==> config.mk <==
export PLATFORM = sky130hd
export DESIGN_NAME = ofault_timer
export DESIGN_NICKNAME = d
export VERILOG_FILES = /design/src/rtl/ofault_pkg.sv /design/src/rtl/ofault_retry.sv /design/src/rtl/ofault_qual.sv /design/src/rtl/ofault_latch.sv /design/src/rtl/ofault_timer.sv
export SDC_FILE = /design/constraint.sdc
export NUM_CORES = 1
export LEC_CHECK = 0
export BUFFER_PORTS_ARGS = -buffer_cell sky130_fd_sc_hd__buf_2
export CORE_MARGIN = 8
export CORE_UTILIZATION = 44
export CTS_BUF_LIST = sky130_fd_sc_hd__clkbuf_4 sky130_fd_sc_hd__clkbuf_8 sky130_fd_sc_hd__clkbuf_16
export DETAILED_ROUTE_END_ITERATION = 8
export PLACE_DENSITY = 0.69
export SLEW_MARGIN = 0
export SYNTH_ARGS = -nofsm -noshare
export SYNTH_HDL_FRONTEND = slang
export SYNTH_HIERARCHICAL = 1
export SYNTH_SLANG_ARGS = --single-unit
==> constraint.sdc <==
create_clock -name clk -period 2.2 [get_ports clk]
set_input_delay 0.44 -clock clk [delete_from_list [all_inputs] [get_ports clk]]
set_output_delay 0.44 -clock clk [all_outputs]
set_load 0.1 [all_outputs]
==> src/rtl/ofault_pkg.sv <==
// Package: shared state encoding for the output fault timer.
// Assumes nothing beyond a synthesizable enum.
package ofault_pkg;
    typedef enum logic [1:0] {
        SR_OFF     = 2'd0,
        SR_ON      = 2'd1,
        SR_REFRESH = 2'd2,
        SR_RETRY   = 2'd3
    } sr_state_t;
endpackage

==> src/rtl/ofault_retry.sv <==
// Module: short-fault retry sequencer.
// Drives the gate. On a short it alternates a refresh window (gate off) and a
// retry window (gate on). It leaves the loop when a retry window ends with no
// short present. Assumes tick is a single-cycle enable and REFRESH_T > RETRY_T.
module ofault_retry
    import ofault_pkg::*;
#(
    parameter int RETRY_T   = 25,
    parameter int REFRESH_T = 4500
) (
    input  logic clk,
    input  logic rst_n,
    input  logic tick,
    input  logic cmd_on,
    input  logic short_flag,
    output logic gate_en,
    output logic in_loop,
    output logic on_normal,
    output logic short_evt
);
    localparam int CW = $clog2(REFRESH_T + 1);

    sr_state_t       st, st_nxt;
    logic [CW-1:0]   cnt, cnt_nxt;

    // Next-state and window counter logic.
    always_comb begin
        st_nxt    = st;
        cnt_nxt   = cnt;
        short_evt = 1'b0;
        case (st)
            SR_OFF: if (cmd_on) st_nxt = SR_ON;
            SR_ON: if (short_flag) begin
                st_nxt    = SR_REFRESH;
                cnt_nxt   = '0;
                short_evt = 1'b1;
            end
            SR_REFRESH: if (tick) begin
                if (cnt == CW'(REFRESH_T - 1)) begin
                    st_nxt  = SR_RETRY;
                    cnt_nxt = '0;
                end else begin
                    cnt_nxt = cnt + 1'b1;
                end
            end
            SR_RETRY: if (tick) begin
                if (cnt == CW'(RETRY_T - 1)) begin
                    cnt_nxt = '0;
                    if (short_flag) begin
                        st_nxt    = SR_REFRESH;
                        short_evt = 1'b1;
                    end else begin
                        st_nxt = SR_ON;
                    end
                end else begin
                    cnt_nxt = cnt + 1'b1;
                end
            end
            default: st_nxt = SR_OFF;
        endcase
        if (!cmd_on) begin
            st_nxt    = SR_OFF;
            cnt_nxt   = '0;
            short_evt = 1'b0;
        end
    end

    // State and counter registers.
    always_ff @(posedge clk) begin
        if (!rst_n) begin
            st  <= SR_OFF;
            cnt <= '0;
        end else begin
            st  <= st_nxt;
            cnt <= cnt_nxt;
        end
    end

    assign gate_en   = (st == SR_ON) || (st == SR_RETRY);
    assign in_loop   = (st == SR_REFRESH) || (st == SR_RETRY);
    assign on_normal = (st == SR_ON);

    AST_SHORT_DROPS_GATE: assert property (@(posedge clk) disable iff (!rst_n)
        (st == SR_ON && short_flag && cmd_on) |=> !gate_en);
    AST_RETRY_AFTER_REFRESH: assert property (@(posedge clk) disable iff (!rst_n)
        (st == SR_RETRY && $past(st) != SR_RETRY) |-> $past(st) == SR_REFRESH);
    AST_RETRY_CNT_BOUND: assert property (@(posedge clk) disable iff (!rst_n)
        (st == SR_RETRY) |-> cnt < CW'(RETRY_T));
    AST_REFRESH_CNT_BOUND: assert property (@(posedge clk) disable iff (!rst_n)
        (st == SR_REFRESH) |-> cnt < CW'(REFRESH_T));
endmodule

==> src/rtl/ofault_qual.sv <==
// Module: open-load qualifier.
// Raises qual once flag has been held with enable for LEN consecutive ticks.
// Any drop of flag or enable restarts the count. Assumes LEN >= 1.
module ofault_qual #(
    parameter int LEN = 100
) (
    input  logic clk,
    input  logic rst_n,
    input  logic tick,
    input  logic enable,
    input  logic flag,
    output logic qual
);
    localparam int CW = $clog2(LEN + 1);

    logic [CW-1:0] cnt;

    // Count held ticks and flag qualification.
    always_ff @(posedge clk) begin
        if (!rst_n || !(enable && flag)) begin
            cnt  <= '0;
            qual <= 1'b0;
        end else if (tick && !qual) begin
            if (cnt == CW'(LEN - 1)) qual <= 1'b1;
            else                     cnt  <= cnt + 1'b1;
        end
    end

    AST_QUAL_NEEDS_FLAG: assert property (@(posedge clk) disable iff (!rst_n)
        qual |-> $past(enable && flag));
    AST_QUAL_CNT_BOUND: assert property (@(posedge clk) disable iff (!rst_n)
        cnt < CW'(LEN));
endmodule

==> src/rtl/ofault_latch.sv <==
// Module: fault pending bits and reported register.
// Each bit holds a sticky pending flag. On a sample pulse the reported bit
// takes the pending value, and pending drops to the live condition. Assumes
// sample is a single-cycle pulse.
module ofault_latch #(
    parameter int W = 3
) (
    input  logic         clk,
    input  logic         rst_n,
    input  logic         sample,
    input  logic [W-1:0] set,
    input  logic [W-1:0] live,
    output logic [W-1:0] q
);
    logic [W-1:0] pend;

    for (genvar i = 0; i < W; i++) begin : g_bit
        // Pending capture and sample transfer for one fault bit.
        always_ff @(posedge clk) begin
            if (!rst_n) begin
                pend[i] <= 1'b0;
                q[i]    <= 1'b0;
            end else if (sample) begin
                q[i]    <= pend[i];
                pend[i] <= set[i] | live[i];
            end else begin
                pend[i] <= pend[i] | set[i];
            end
        end

        AST_REG_HOLDS: assert property (@(posedge clk) disable iff (!rst_n)
            !sample |=> $stable(q[i]));
        AST_PEND_STICKY: assert property (@(posedge clk) disable iff (!rst_n)
            (pend[i] && !sample) |=> pend[i]);
    end
endmodule

==> src/rtl/ofault_timer.sv <==
// Module: top of the output fault retry and qualification timer.
// Detects chip-select edges: a rise adopts the command, a fall samples the
// faults. Wires the retry sequencer, two open-load qualifiers and the fault
// register. Assumes cs_n and cmd_req are synchronous to clk.
module ofault_timer #(
    parameter int RETRY_US   = 50,
    parameter int REFRESH_US = 4500,
    parameter int OL_OFF_US  = 100,
    parameter int OL_ON_US   = 12000
) (
    input  logic clk,
    input  logic rst_n,
    input  logic tick_us,
    input  logic cs_n,
    input  logic cmd_req,
    input  logic short_flag,
    input  logic open_flag,
    output logic gate_en,
    output logic flt_short,
    output logic flt_open_off,
    output logic flt_open_on
);
    if (RETRY_US < 25 || RETRY_US > 100) begin : g_bad_retry
        $error("RETRY_US outside 25..100");
    end
    if (REFRESH_US < 3000 || REFRESH_US > 6000) begin : g_bad_refresh
        $error("REFRESH_US outside 3000..6000");
    end
    if (OL_OFF_US < 1 || OL_OFF_US > 100) begin : g_bad_ol_off
        $error("OL_OFF_US outside 1..100");
    end
    if (OL_ON_US < 1 || OL_ON_US > 12000) begin : g_bad_ol_on
        $error("OL_ON_US outside 1..12000");
    end

    logic cs_q, cmd_q, cs_fall, cs_rise;
    logic in_loop, on_normal, short_evt, qual_off, qual_on;
    logic [2:0] fq;

    assign cs_fall = cs_q & ~cs_n;
    assign cs_rise = ~cs_q & cs_n;

    // Chip-select history and command adoption on its rising edge.
    always_ff @(posedge clk) begin
        if (!rst_n) begin
            cs_q  <= 1'b1;
            cmd_q <= 1'b0;
        end else begin
            cs_q <= cs_n;
            if (cs_rise) cmd_q <= cmd_req;
        end
    end

    ofault_retry #(.RETRY_T(RETRY_US), .REFRESH_T(REFRESH_US)) retry_i (
        .clk(clk), .rst_n(rst_n), .tick(tick_us), .cmd_on(cmd_q),
        .short_flag(short_flag), .gate_en(gate_en), .in_loop(in_loop),
        .on_normal(on_normal), .short_evt(short_evt)
    );

    ofault_qual #(.LEN(OL_OFF_US)) qual_off_i (
        .clk(clk), .rst_n(rst_n), .tick(tick_us), .enable(!cmd_q && !gate_en),
        .flag(open_flag), .qual(qual_off)
    );

    ofault_qual #(.LEN(OL_ON_US)) qual_on_i (
        .clk(clk), .rst_n(rst_n), .tick(tick_us), .enable(on_normal),
        .flag(open_flag), .qual(qual_on)
    );

    ofault_latch #(.W(3)) latch_i (
        .clk(clk), .rst_n(rst_n), .sample(cs_fall),
        .set({short_evt, qual_off, qual_on}),
        .live({in_loop, qual_off, qual_on}),
        .q(fq)
    );

    assign flt_short    = fq[2];
    assign flt_open_off = fq[1];
    assign flt_open_on  = fq[0];

    AST_CMD_OFF_GATE: assert property (@(posedge clk) disable iff (!rst_n)
        !cmd_q |=> !gate_en);
    AST_CMD_HELD_NO_RISE: assert property (@(posedge clk) disable iff (!rst_n)
        !cs_rise |=> $stable(cmd_q));
endmodule

# Word-level counts from Yosys, hierarchy flattened
# Index checks and enable logic that the tools add are counted.
dict set report op_classes {
  reduce_logical 25
  multipliers 0
  div 0
  bitwise_logic 10
  order_cmp 0
  eq_ne 12
  n_addsub 3
  muxes 21
  n_shift 0
}
# cell count
set ops {}
lappend ops {{13-bit two-way mux} 5}
lappend ops {{13-bit one-hot mux with 3 select lines} 1}
lappend ops {{14-bit by 1-bit adder with 14-bit output, second input constant} 1}
lappend ops {{14-bit equality test, second input constant} 1}
lappend ops {{13-bit by 1-bit adder with 13-bit output, second input constant} 1}
lappend ops {{13-bit equality test, second input constant} 1}
lappend ops {{13-bit by 6-bit equality test with 1-bit output, second input constant} 1}
lappend ops {{2-bit two-way mux} 6}
lappend ops {{2-bit AND reduction} 5}
lappend ops {{2-bit one-hot mux with 4 select lines} 1}
lappend ops {{7-bit by 1-bit adder with 7-bit output, second input constant} 1}
lappend ops {{7-bit equality test, second input constant} 1}
lappend ops {{1-bit zero test} 7}
lappend ops {{1-bit two-way mux} 7}
lappend ops {{2-bit inequality test, second input constant} 3}
lappend ops {{1-bit logical AND} 5}
lappend ops {{5-bit AND reduction} 1}
lappend ops {{2-bit equality test, second input constant} 2}
lappend ops {{1-bit logical OR} 4}
lappend ops {{2-bit by 1-bit inequality test with 1-bit output, second input constant} 2}
lappend ops {{1-bit NOT} 4}
lappend ops {{1-bit OR} 4}
lappend ops {{4-bit AND reduction} 1}
lappend ops {{3-bit nonzero test} 1}
lappend ops {{other kinds (4)} 5}
dict set report totals {
  mem_bits_rw 0
  register_bits 46
  input_bits 7
  latchBits 0
  mem_count 0
  word_cells 85
  romBits 0
  output_inout_bits 4
}

# Logic depth before layout (Yosys ltp)
# Gate-level depths: netlist of run 1.
dict set report depth {
  depth_word 7
  ltp_mapped 7
  ltp_nobuf 7
}

# Cells and area by module
# Netlist of run 1, hierarchy kept.
# module cells_each area_each_um2 seq_area_each_um2 n_inst
set modules_own_cells {}
lappend modules_own_cells {ofault_retry 104 864.6 300.3 1}
lappend modules_own_cells {{ofault_qual (qual_on_i)} 83 742.0 300.3 1}
lappend modules_own_cells {{ofault_qual (qual_off_i)} 44 385.4 160.2 1}
lappend modules_own_cells {ofault_latch 19 247.7 120.1 1}
lappend modules_own_cells {ofault_timer 9 90.1 40.0 1}

# Least setup slack after synthesis of run 1
# Ideal clock, no wire load.
dict set report synth_path {
  path_kind {register to register}
  startpoint {reg retry_i.st[0]}
  endpoint {reg qual_off_i.cnt[0]}
  setup_time_ns 0.126
  stages_incl_launch_ff 7
  t_arrival_ns 1.840
  path_slack_ns 0.234
  path_cell_list {dfxtp_1 > clkbuf_2 > clkbuf_1 > nor2_1 > nand3_1 > a2111o_1 > o21ai_0}
}
dict set report synth_via {
  elab_chain_len 7
  elab_cells_between_ends 8
  cone_classes {2 x eq/ne; 6 x reduce/logical}
}
# element line_no
set synth_rtl {}
lappend synth_rtl {{from (decl)} ofault_retry.sv:23} ;# sr_state_t st, st_nxt;
lappend synth_rtl {{from (signal assigned)} ofault_retry.sv:74} ;# st <= st_nxt;
lappend synth_rtl {{2-bit by 1-bit equality test with 1-bit output / 2-bit equality test (equally long branches)} ofault_retry.sv:79} ;# assign gate_en = (st == SR_ON) || (st == SR_RETRY);
lappend synth_rtl {{1-bit logical OR *} ofault_retry.sv:79}
lappend synth_rtl {{named net gate_en} ofault_timer.sv:18} ;# output logic gate_en,
lappend synth_rtl {{1-bit zero test *} ofault_timer.sv:61} ;# .clk(clk), .rst_n(rst_n), .tick(tick_us), .enable(!cmd_q && !gate_en),
lappend synth_rtl {{1-bit logical AND *} ofault_timer.sv:61}
lappend synth_rtl {{1-bit logical AND *} ofault_qual.sv:20} ;# if (!rst_n || !(enable && flag)) begin
lappend synth_rtl {{1-bit zero test *} ofault_qual.sv:20}
lappend synth_rtl {{1-bit logical OR *} ofault_qual.sv:20}
lappend synth_rtl {{to (signal assigned)} ofault_qual.sv:25} ;# else cnt <= cnt + 1'b1;
lappend synth_rtl {{to (decl)} ofault_qual.sv:16} ;# logic [CW-1:0] cnt;
# The timed path passes the listed nets; every way through them passes the cells marked *.
# A chain may end at the register's enable or synchronous reset.

# Worst setup path in the final report of run 1
dict set report layout_path {
  startpoint {reg qual_on_i.cnt[0]}
  endpoint {reg qual_on_i.cnt[4]}
}
dict set report layout_via {
  elab_chain_len 3
  elab_cells_between_ends 4
  cone_classes {1 x add/sub; 1 x eq/ne; 1 x bitwise; 1 x reduce/logical}
}
# element line_no
set layout_rtl {}
lappend layout_rtl {{from (decl)} ofault_qual.sv:16}
lappend layout_rtl {{from (signal assigned)} ofault_qual.sv:25}
lappend layout_rtl {{parallel branches: the longest is 3 deep, another holds 14-bit by 1-bit adder with 14-bit output} -}
# Several ways; the timed one is not identified.

==> out/results.md, run 1 <==
• final routed wire length divided by cell count: 13.2 um
• unrepaired setup endpoints after global routing: no
• CTS sink cnt: 46
• sequential area share after synthesis: 39.5%
• startpoint class of the critical path: flip-flop
• violation count after the first detailed-routing iteration: 72
• hold buffer count at cts: 0
• number of antenna diodes: 0
• leading cell types by total area after synthesis: sky130_fd_sc_hd__dfxtp_1 40%, sky130_fd_sc_hd__a21oi_1 4.1%, sky130_fd_sc_hd__nand2_1 3.9%
• peak ir drop on the vdd network: 0.264 mV
• detailed-route wire length: 4.52 mm
• layout net count: 284
• data required time of the worst path: 2.42 ns
• path type of the worst min-delay path: in2reg
• wire length of the first global-routing pass: 7.77 mm
• most common cell after layout, fill and taps aside: sky130_fd_sc_hd__dfxtp_1
• Hold Worst Slack: 0.349 ns
• share of the synthesized area in the top cell type: 39.5%
• number of antenna violations at the first check in global routing: 0
• Mapped Cells: 259
• net count after synthesis: 270
• maximum number of pins on one net before global-route repair: 14
• synthesis-to-finish area growth: 10.1%
• count of vias placed by the detailed router: 1914
• non-filler cells in the finished layout: 344
• commonest cells after routing, fill and taps aside: 46 x sky130_fd_sc_hd__dfxtp_1, 24 x sky130_fd_sc_hd__nand2_1, 22 x sky130_fd_sc_hd__nor2_1
• Cell Rows: 26
• kind of end point of the critical path: flip-flop
• Core Box Area: 0.00511 sq mm
• synth warn: 6
• maximum fanout count along the critical path: 10
• Final Hold Vio Count: 0
• Leakage: 0.802 nW
• die span in y: 88.8 um
• CTS resizes: 0
• Relative slew margins: 63.6%
• async set-or-reset flop fraction in the synthesized netlist: 0%
• transition time at the pin with the least slew margin: 0.544 ns
• CTS Buffer Depth: 2
• unique cell type count in the Yosys netlist: 49
• number of synthesized flops with an enable pin: 0
• critical path class: reg2reg
• fraction of final layout cells with drive strength greater than 1: 12.8%
• cell area after synthesis: 0.00233 sq mm
• Final Wtd Congestion: 0.883
• residual overflow from global routing: 0
• quantity of I/O buffers inserted on ports: 10
• outcome: complete, no violations
• Post-DRT Antenna Nets: 0
• Initial Util: 45.6%
• Data arrival, critical path: 2.10 ns
• buffer cell driving the clock tree root: sky130_fd_sc_hd__clkbuf_8
• end-of-flow core utilization: 50.2%
• number of buffers inserted by post-CTS setup repair: 0
• Die Outline Area: 0.00788 sq mm
• via count of the first global-routing pass: 1777
• period utilisation layout: 85.4%
• All-Layer GR Usage: 12.3%
• register clock-pin slew on the reported worst setup and hold paths: 0.08 ns
• worst skew pair latency: 0.29 ns
• H-tree Lvls: 2
• Final setup viols: 0
• number of optimization iterations in the first detailed-route pass: 4
• cell total after placement: 336
• Max Fclk: 532 MHz
• power density normalized to cell area: 581 mW/mm^2
• dpl hpwl: 3.34 mm
• cell taking the most area after synthesis: sky130_fd_sc_hd__dfxtp_1
• number of max-capacitance violations reported: 0
• final slew viol count: 0
• predominant post-synthesis flop cell: sky130_fd_sc_hd__dfxtp_1
• final clock skew: 0.00265 ns
• TritonCTS buffer count: 5
• mean area per synthesized cell: 9.00 sq um
• DRC violation count after routing: 0
• total negative slack for setup checks: 0 ns
• final critical-path required period: 1.88 ns
• IO Pins: 11
• Vias/cell: 5.56
• count of state elements after synthesis: 46
• clock tree from TritonCTS: built
• horizontal die dimension: 88.8 um
[synthesized netlist by cell type, types with 5 or more instances]
cell and number:
sky130_fd_sc_hd__nand4_1 5, sky130_fd_sc_hd__nor2_1 22, sky130_fd_sc_hd__inv_1 7, sky130_fd_sc_hd__o21ai_0 13
sky130_fd_sc_hd__xnor2_1 6, sky130_fd_sc_hd__dfxtp_1 46, sky130_fd_sc_hd__nor3_1 8, sky130_fd_sc_hd__a21oi_1 19
sky130_fd_sc_hd__nand3_1 16, sky130_fd_sc_hd__mux2i_1 6, sky130_fd_sc_hd__or3_1 9, sky130_fd_sc_hd__a31oi_1 8
sky130_fd_sc_hd__nand2_1 24
[flip-flops by register name (all words and copies together), names as in the netlist]
name	cells
latch_i/pend	3
qual_on_i/cnt	14
qual_off_i/qual	1
retry_i/st	2
qual_on_i/qual	1
latch_i/q	3
retry_i/cnt	13
qual_off_i/cnt	7
cmd_q	1
cs_q	1
[power by group]
group / total (W) / switching, W / internal, W
registers: 0.000841 / 0.00000559 / 0.000836
logic: 0.0000538 / 0.0000322 / 0.0000216
clock network: 0.000596 / 0.000279 / 0.000317
total: 0.00149 / 0.000317 / 0.00117
[final timing paths]
path                                       start                        endpoint  slack [ns]  depth (start not counted)
setup / recovery   qual_on_i/cnt[0]$_SDFFE_PP0P_   qual_on_i/cnt[4]$_SDFFE_PP0P_        0.32                          5
hold / removal                              cs_n                 cs_q$_SDFF_PN1_        0.35                          2
setup reg to reg   qual_on_i/cnt[0]$_SDFFE_PP0P_   qual_on_i/cnt[4]$_SDFFE_PP0P_        0.32                          5
hold reg to reg   qual_off_i/cnt[6]$_SDFFE_PP0P_  qual_off_i/cnt[6]$_SDFFE_PP0P_        0.48                          2
[routing by layer]
metal	GRT usage, %	part of all wire [%]
met4	4.45	1.2
met1	14.4	47
met5	0	0
met2	21.1	48
met3	3.25	3.2
[cells by family after synthesis]
| kind of cell | after synthesis | share of synthesized area (%) |
|---|---|---|
| flops | 46 | 39.5 |
| xor+xnor | 10 | 3.76 |
| compound gates | 58 | 18.1 |
| fa+ha+maj | 4 | 2.15 |
| simple gates | 120 | 29.6 |
| buf+inv | 12 | 2.31 |
| mux | 9 | 4.51 |
[final cells by class]
cell class	count	area [sq um]
well taps	70	87.6
repair buffers	12	65.1
clock buffers	8	110
inverters	7	26.3
flip-flops and latches	46	921
fillers	500	2540
multi-input cells	201	1360
[critical path: stages, from the launching register on]
cell,delay (ns)
sky130_fd_sc_hd__dfxtp_1,0.37
sky130_fd_sc_hd__ha_1,0.26
sky130_fd_sc_hd__nand3_1,0.25
sky130_fd_sc_hd__o41ai_4,0.60
sky130_fd_sc_hd__o21ai_0,0.19
sky130_fd_sc_hd__a21oi_1,0.14
[through the flow]
step / area (sq um) / setup WS, ns / total power, W
after CTS: 2560 / 0.294 / 0.00151
final: 2560 / 0.320 / 0.00149
after detailed placement: 2450 / 0.316 / 0.000915
after floorplan: 2330 / 0.234 / 0.000896
after global placement: 2450 / 0.355 / 0.000914
after global routing: 2560 / 0.177 / 0.00155
No activity file was read; power rests on OpenSTA's default activity.
==> inputs of run 2 (changes only) <==
--- a/config.mk
+++ b/config.mk
@@ -10,7 +10,7 @@
 export CORE_UTILIZATION = 44
 export CTS_BUF_LIST = sky130_fd_sc_hd__clkbuf_4 sky130_fd_sc_hd__clkbuf_8 sky130_fd_sc_hd__clkbuf_16
 export DETAILED_ROUTE_END_ITERATION = 8
-export PLACE_DENSITY = 0.69
+export PLACE_DENSITY = 0.64
 export SLEW_MARGIN = 0
 export SYNTH_ARGS = -nofsm -noshare
 export SYNTH_HDL_FRONTEND = slang
==> constraint.sdc (replaced) <==
create_clock -name clk -period 2 [get_ports clk]
set_input_delay 0.4 -clock clk [delete_from_list [all_inputs] [get_ports clk]]
set_output_delay 0.4 -clock clk [all_outputs]
set_load 0.1 [all_outputs]
==> run 2 against run 1 <==
Critical path depth is 1 lower; sequential power rose by 10%; cell area fell by 0.15%; worst hold slack lost 0.032 ns; sequential share of layout area grew 0.053 points; critical path type unchanged; global-route usage increased by 1.0 points; critical endpoint is now qual_on_i/cnt[7]$_SDFFE_PP0P_.
==> out/results.md, run 2 (same netlist as run 1, synthesis figures left out) <==
• outcome: complete, no violations
• maximum number of pins on one net before global-route repair: 14
• unrepaired setup endpoints after global routing: no
• number of max-capacitance violations reported: 0
• number of antenna violations at the first check in global routing: 0
• CTS resizes: 0
• Initial Util: 45.6%
• violation count after the first detailed-routing iteration: 96
• Final Hold Vio Count: 0
• commonest cells after routing, fill and taps aside: 46 x sky130_fd_sc_hd__dfxtp_1, 24 x sky130_fd_sc_hd__nand2_1, 22 x sky130_fd_sc_hd__nor2_1
• path type of the worst min-delay path: in2reg
• CTS sink cnt: 46
• Reg with most FFs: qual_on_i/cnt
• fraction of final layout cells with drive strength greater than 1: 13.4%
• synthesis-to-finish area growth: 9.94%
• register clock-pin slew on the reported worst setup and hold paths: 0.08 ns
• clock tree from TritonCTS: built
• wire length of the first global-routing pass: 8.33 mm
• quantity of I/O buffers inserted on ports: 10
• number of flip-flops under the largest register name: 14
• residual overflow from global routing: 0
• Die Outline Area: 0.00788 sq mm
• peak ir drop on the vdd network: 0.356 mV
• Final setup viols: 0
• CTS Buffer Depth: 2
• number of optimization iterations in the first detailed-route pass: 4
• most common cell after layout, fill and taps aside: sky130_fd_sc_hd__dfxtp_1
• crit path from: qual_on_i/cnt[12]$_SDFFE_PP0P_
• kind of end point of the critical path: flip-flop
• power density normalized to cell area: 602 mW/mm^2
• Relative slew margins: 63.7%
• H-tree Lvls: 2
• count of vias placed by the detailed router: 1907
• startpoint class of the critical path: flip-flop
• worst skew pair latency: 0.29 ns
• startpoint of the tightest hold check path: cs_n
• Hold Worst Slack: 0.317 ns
• Max Fclk: 535 MHz
• Post-DRT Antenna Nets: 0
• Final Wtd Congestion: 0.814
• horizontal die dimension: 88.8 um
• dpl hpwl: 3.46 mm
• IO Pins: 11
• final routed wire length divided by cell count: 13.4 um
• Data arrival, critical path: 2.09 ns
• DRC violation count after routing: 0
• layout net count: 287
• data required time of the worst path: 2.22 ns
• All-Layer GR Usage: 13.3%
• transition time at the pin with the least slew margin: 0.539 ns
• Regs by FF count: qual_on_i/cnt: 14 flops, retry_i/cnt: 13 flops, qual_off_i/cnt: 7 flops
• final clock skew: 0.00599 ns
• number of buffers inserted by post-CTS setup repair: 0
• hold buffer count at cts: 0
• period utilisation layout: 93.5%
• Vias/cell: 5.51
• TritonCTS buffer count: 5
• Cell Rows: 26
• final critical-path required period: 1.87 ns
• detailed-route wire length: 4.65 mm
• r2r startpoint: qual_on_i/cnt[12]$_SDFFE_PP0P_
• total negative slack for setup checks: 0 ns
• via count of the first global-routing pass: 1842
• buffer cell driving the clock tree root: sky130_fd_sc_hd__clkbuf_8
• Leakage: 0.800 nW
• number of antenna diodes: 0
• die span in y: 88.8 um
• final slew viol count: 0
• number of filler cells placed in the layout: 513
• maximum fanout count along the critical path: 10
• Core Box Area: 0.00511 sq mm
• critical path class: reg2reg
## run 2: changes by cell type in the layout (fill, tap and decap cells not counted)
cell                         before  now
sky130_fd_sc_hd__clkbuf_4         0    1
sky130_fd_sc_hd__buf_4            2    5
sky130_fd_sc_hd__clkinvlp_4       0    1
sky130_fd_sc_hd__clkbuf_8         8    5
## run 2: worst max-delay path, cell delays in order (launching register included)
cell and delay [ns]:
sky130_fd_sc_hd__dfxtp_1 0.35, sky130_fd_sc_hd__or4b_4 0.59, sky130_fd_sc_hd__o41ai_4 0.55, sky130_fd_sc_hd__o21ai_0 0.17, sky130_fd_sc_hd__a21oi_1 0.14
## run 2: worst paths after layout
| path | end | slack [ns] | cells after the start |
|---|---|---|---|
| worst min register to register | qual_off_i/cnt[6]$_SDFFE_PP0P_ | 0.48 | 2 |
| worst max-delay path | qual_on_i/cnt[7]$_SDFFE_PP0P_ | 0.13 | 4 |
| worst max register to register | qual_on_i/cnt[7]$_SDFFE_PP0P_ | 0.13 | 4 |
| worst min-delay path | cs_q$_SDFF_PN1_ | 0.32 | 2 |
## run 2: per-stage QoR
step | setup WS (ns) | utilization (%) | cells | cell area (sq um) | total power (W)
floorplan | 0.0341 | - | 259 | 2330 | 0.000986
global route | 0.00522 | 50.1 | 346 | 2560 | 0.00162
global placement | 0.189 | 48.4 | 338 | 2470 | 0.00101
CTS | 0.0831 | 50.0 | 345 | 2550 | 0.00157
detailed placement | 0.114 | 48.4 | 338 | 2470 | 0.00101
finish | 0.129 | 50.1 | 346 | 2560 | 0.00154
## run 2: power by group
group          switching [W]  internal [W]
registers         0.00000565      0.000919
clock network       0.000300      0.000254
logic              0.0000377     0.0000262
total               0.000343       0.00120
## run 2: routing by layer
layer  track usage [%]  vias to the layer above  part of all wire (%)
met5                 0                        -                     0
met4              5.07                        0                   1.3
met3              3.06                        7                   2.1
met2              22.3                       17                    48
met1              16.1                      888                    48
li1                  -                      995                     -
## run 2: cell type report
cell class                 count  area [sq um]  share of cell area, %
clock buffer                   6          76.3                   2.98
clock inverter                 1          7.51                  0.293
inverter                       7          26.3                   1.03
multi-input combinational    201          1360                   52.9
sequential                    46           921                   36.0
tap                           70          87.6                   3.42
timing repair buffer          15          87.6                   3.42
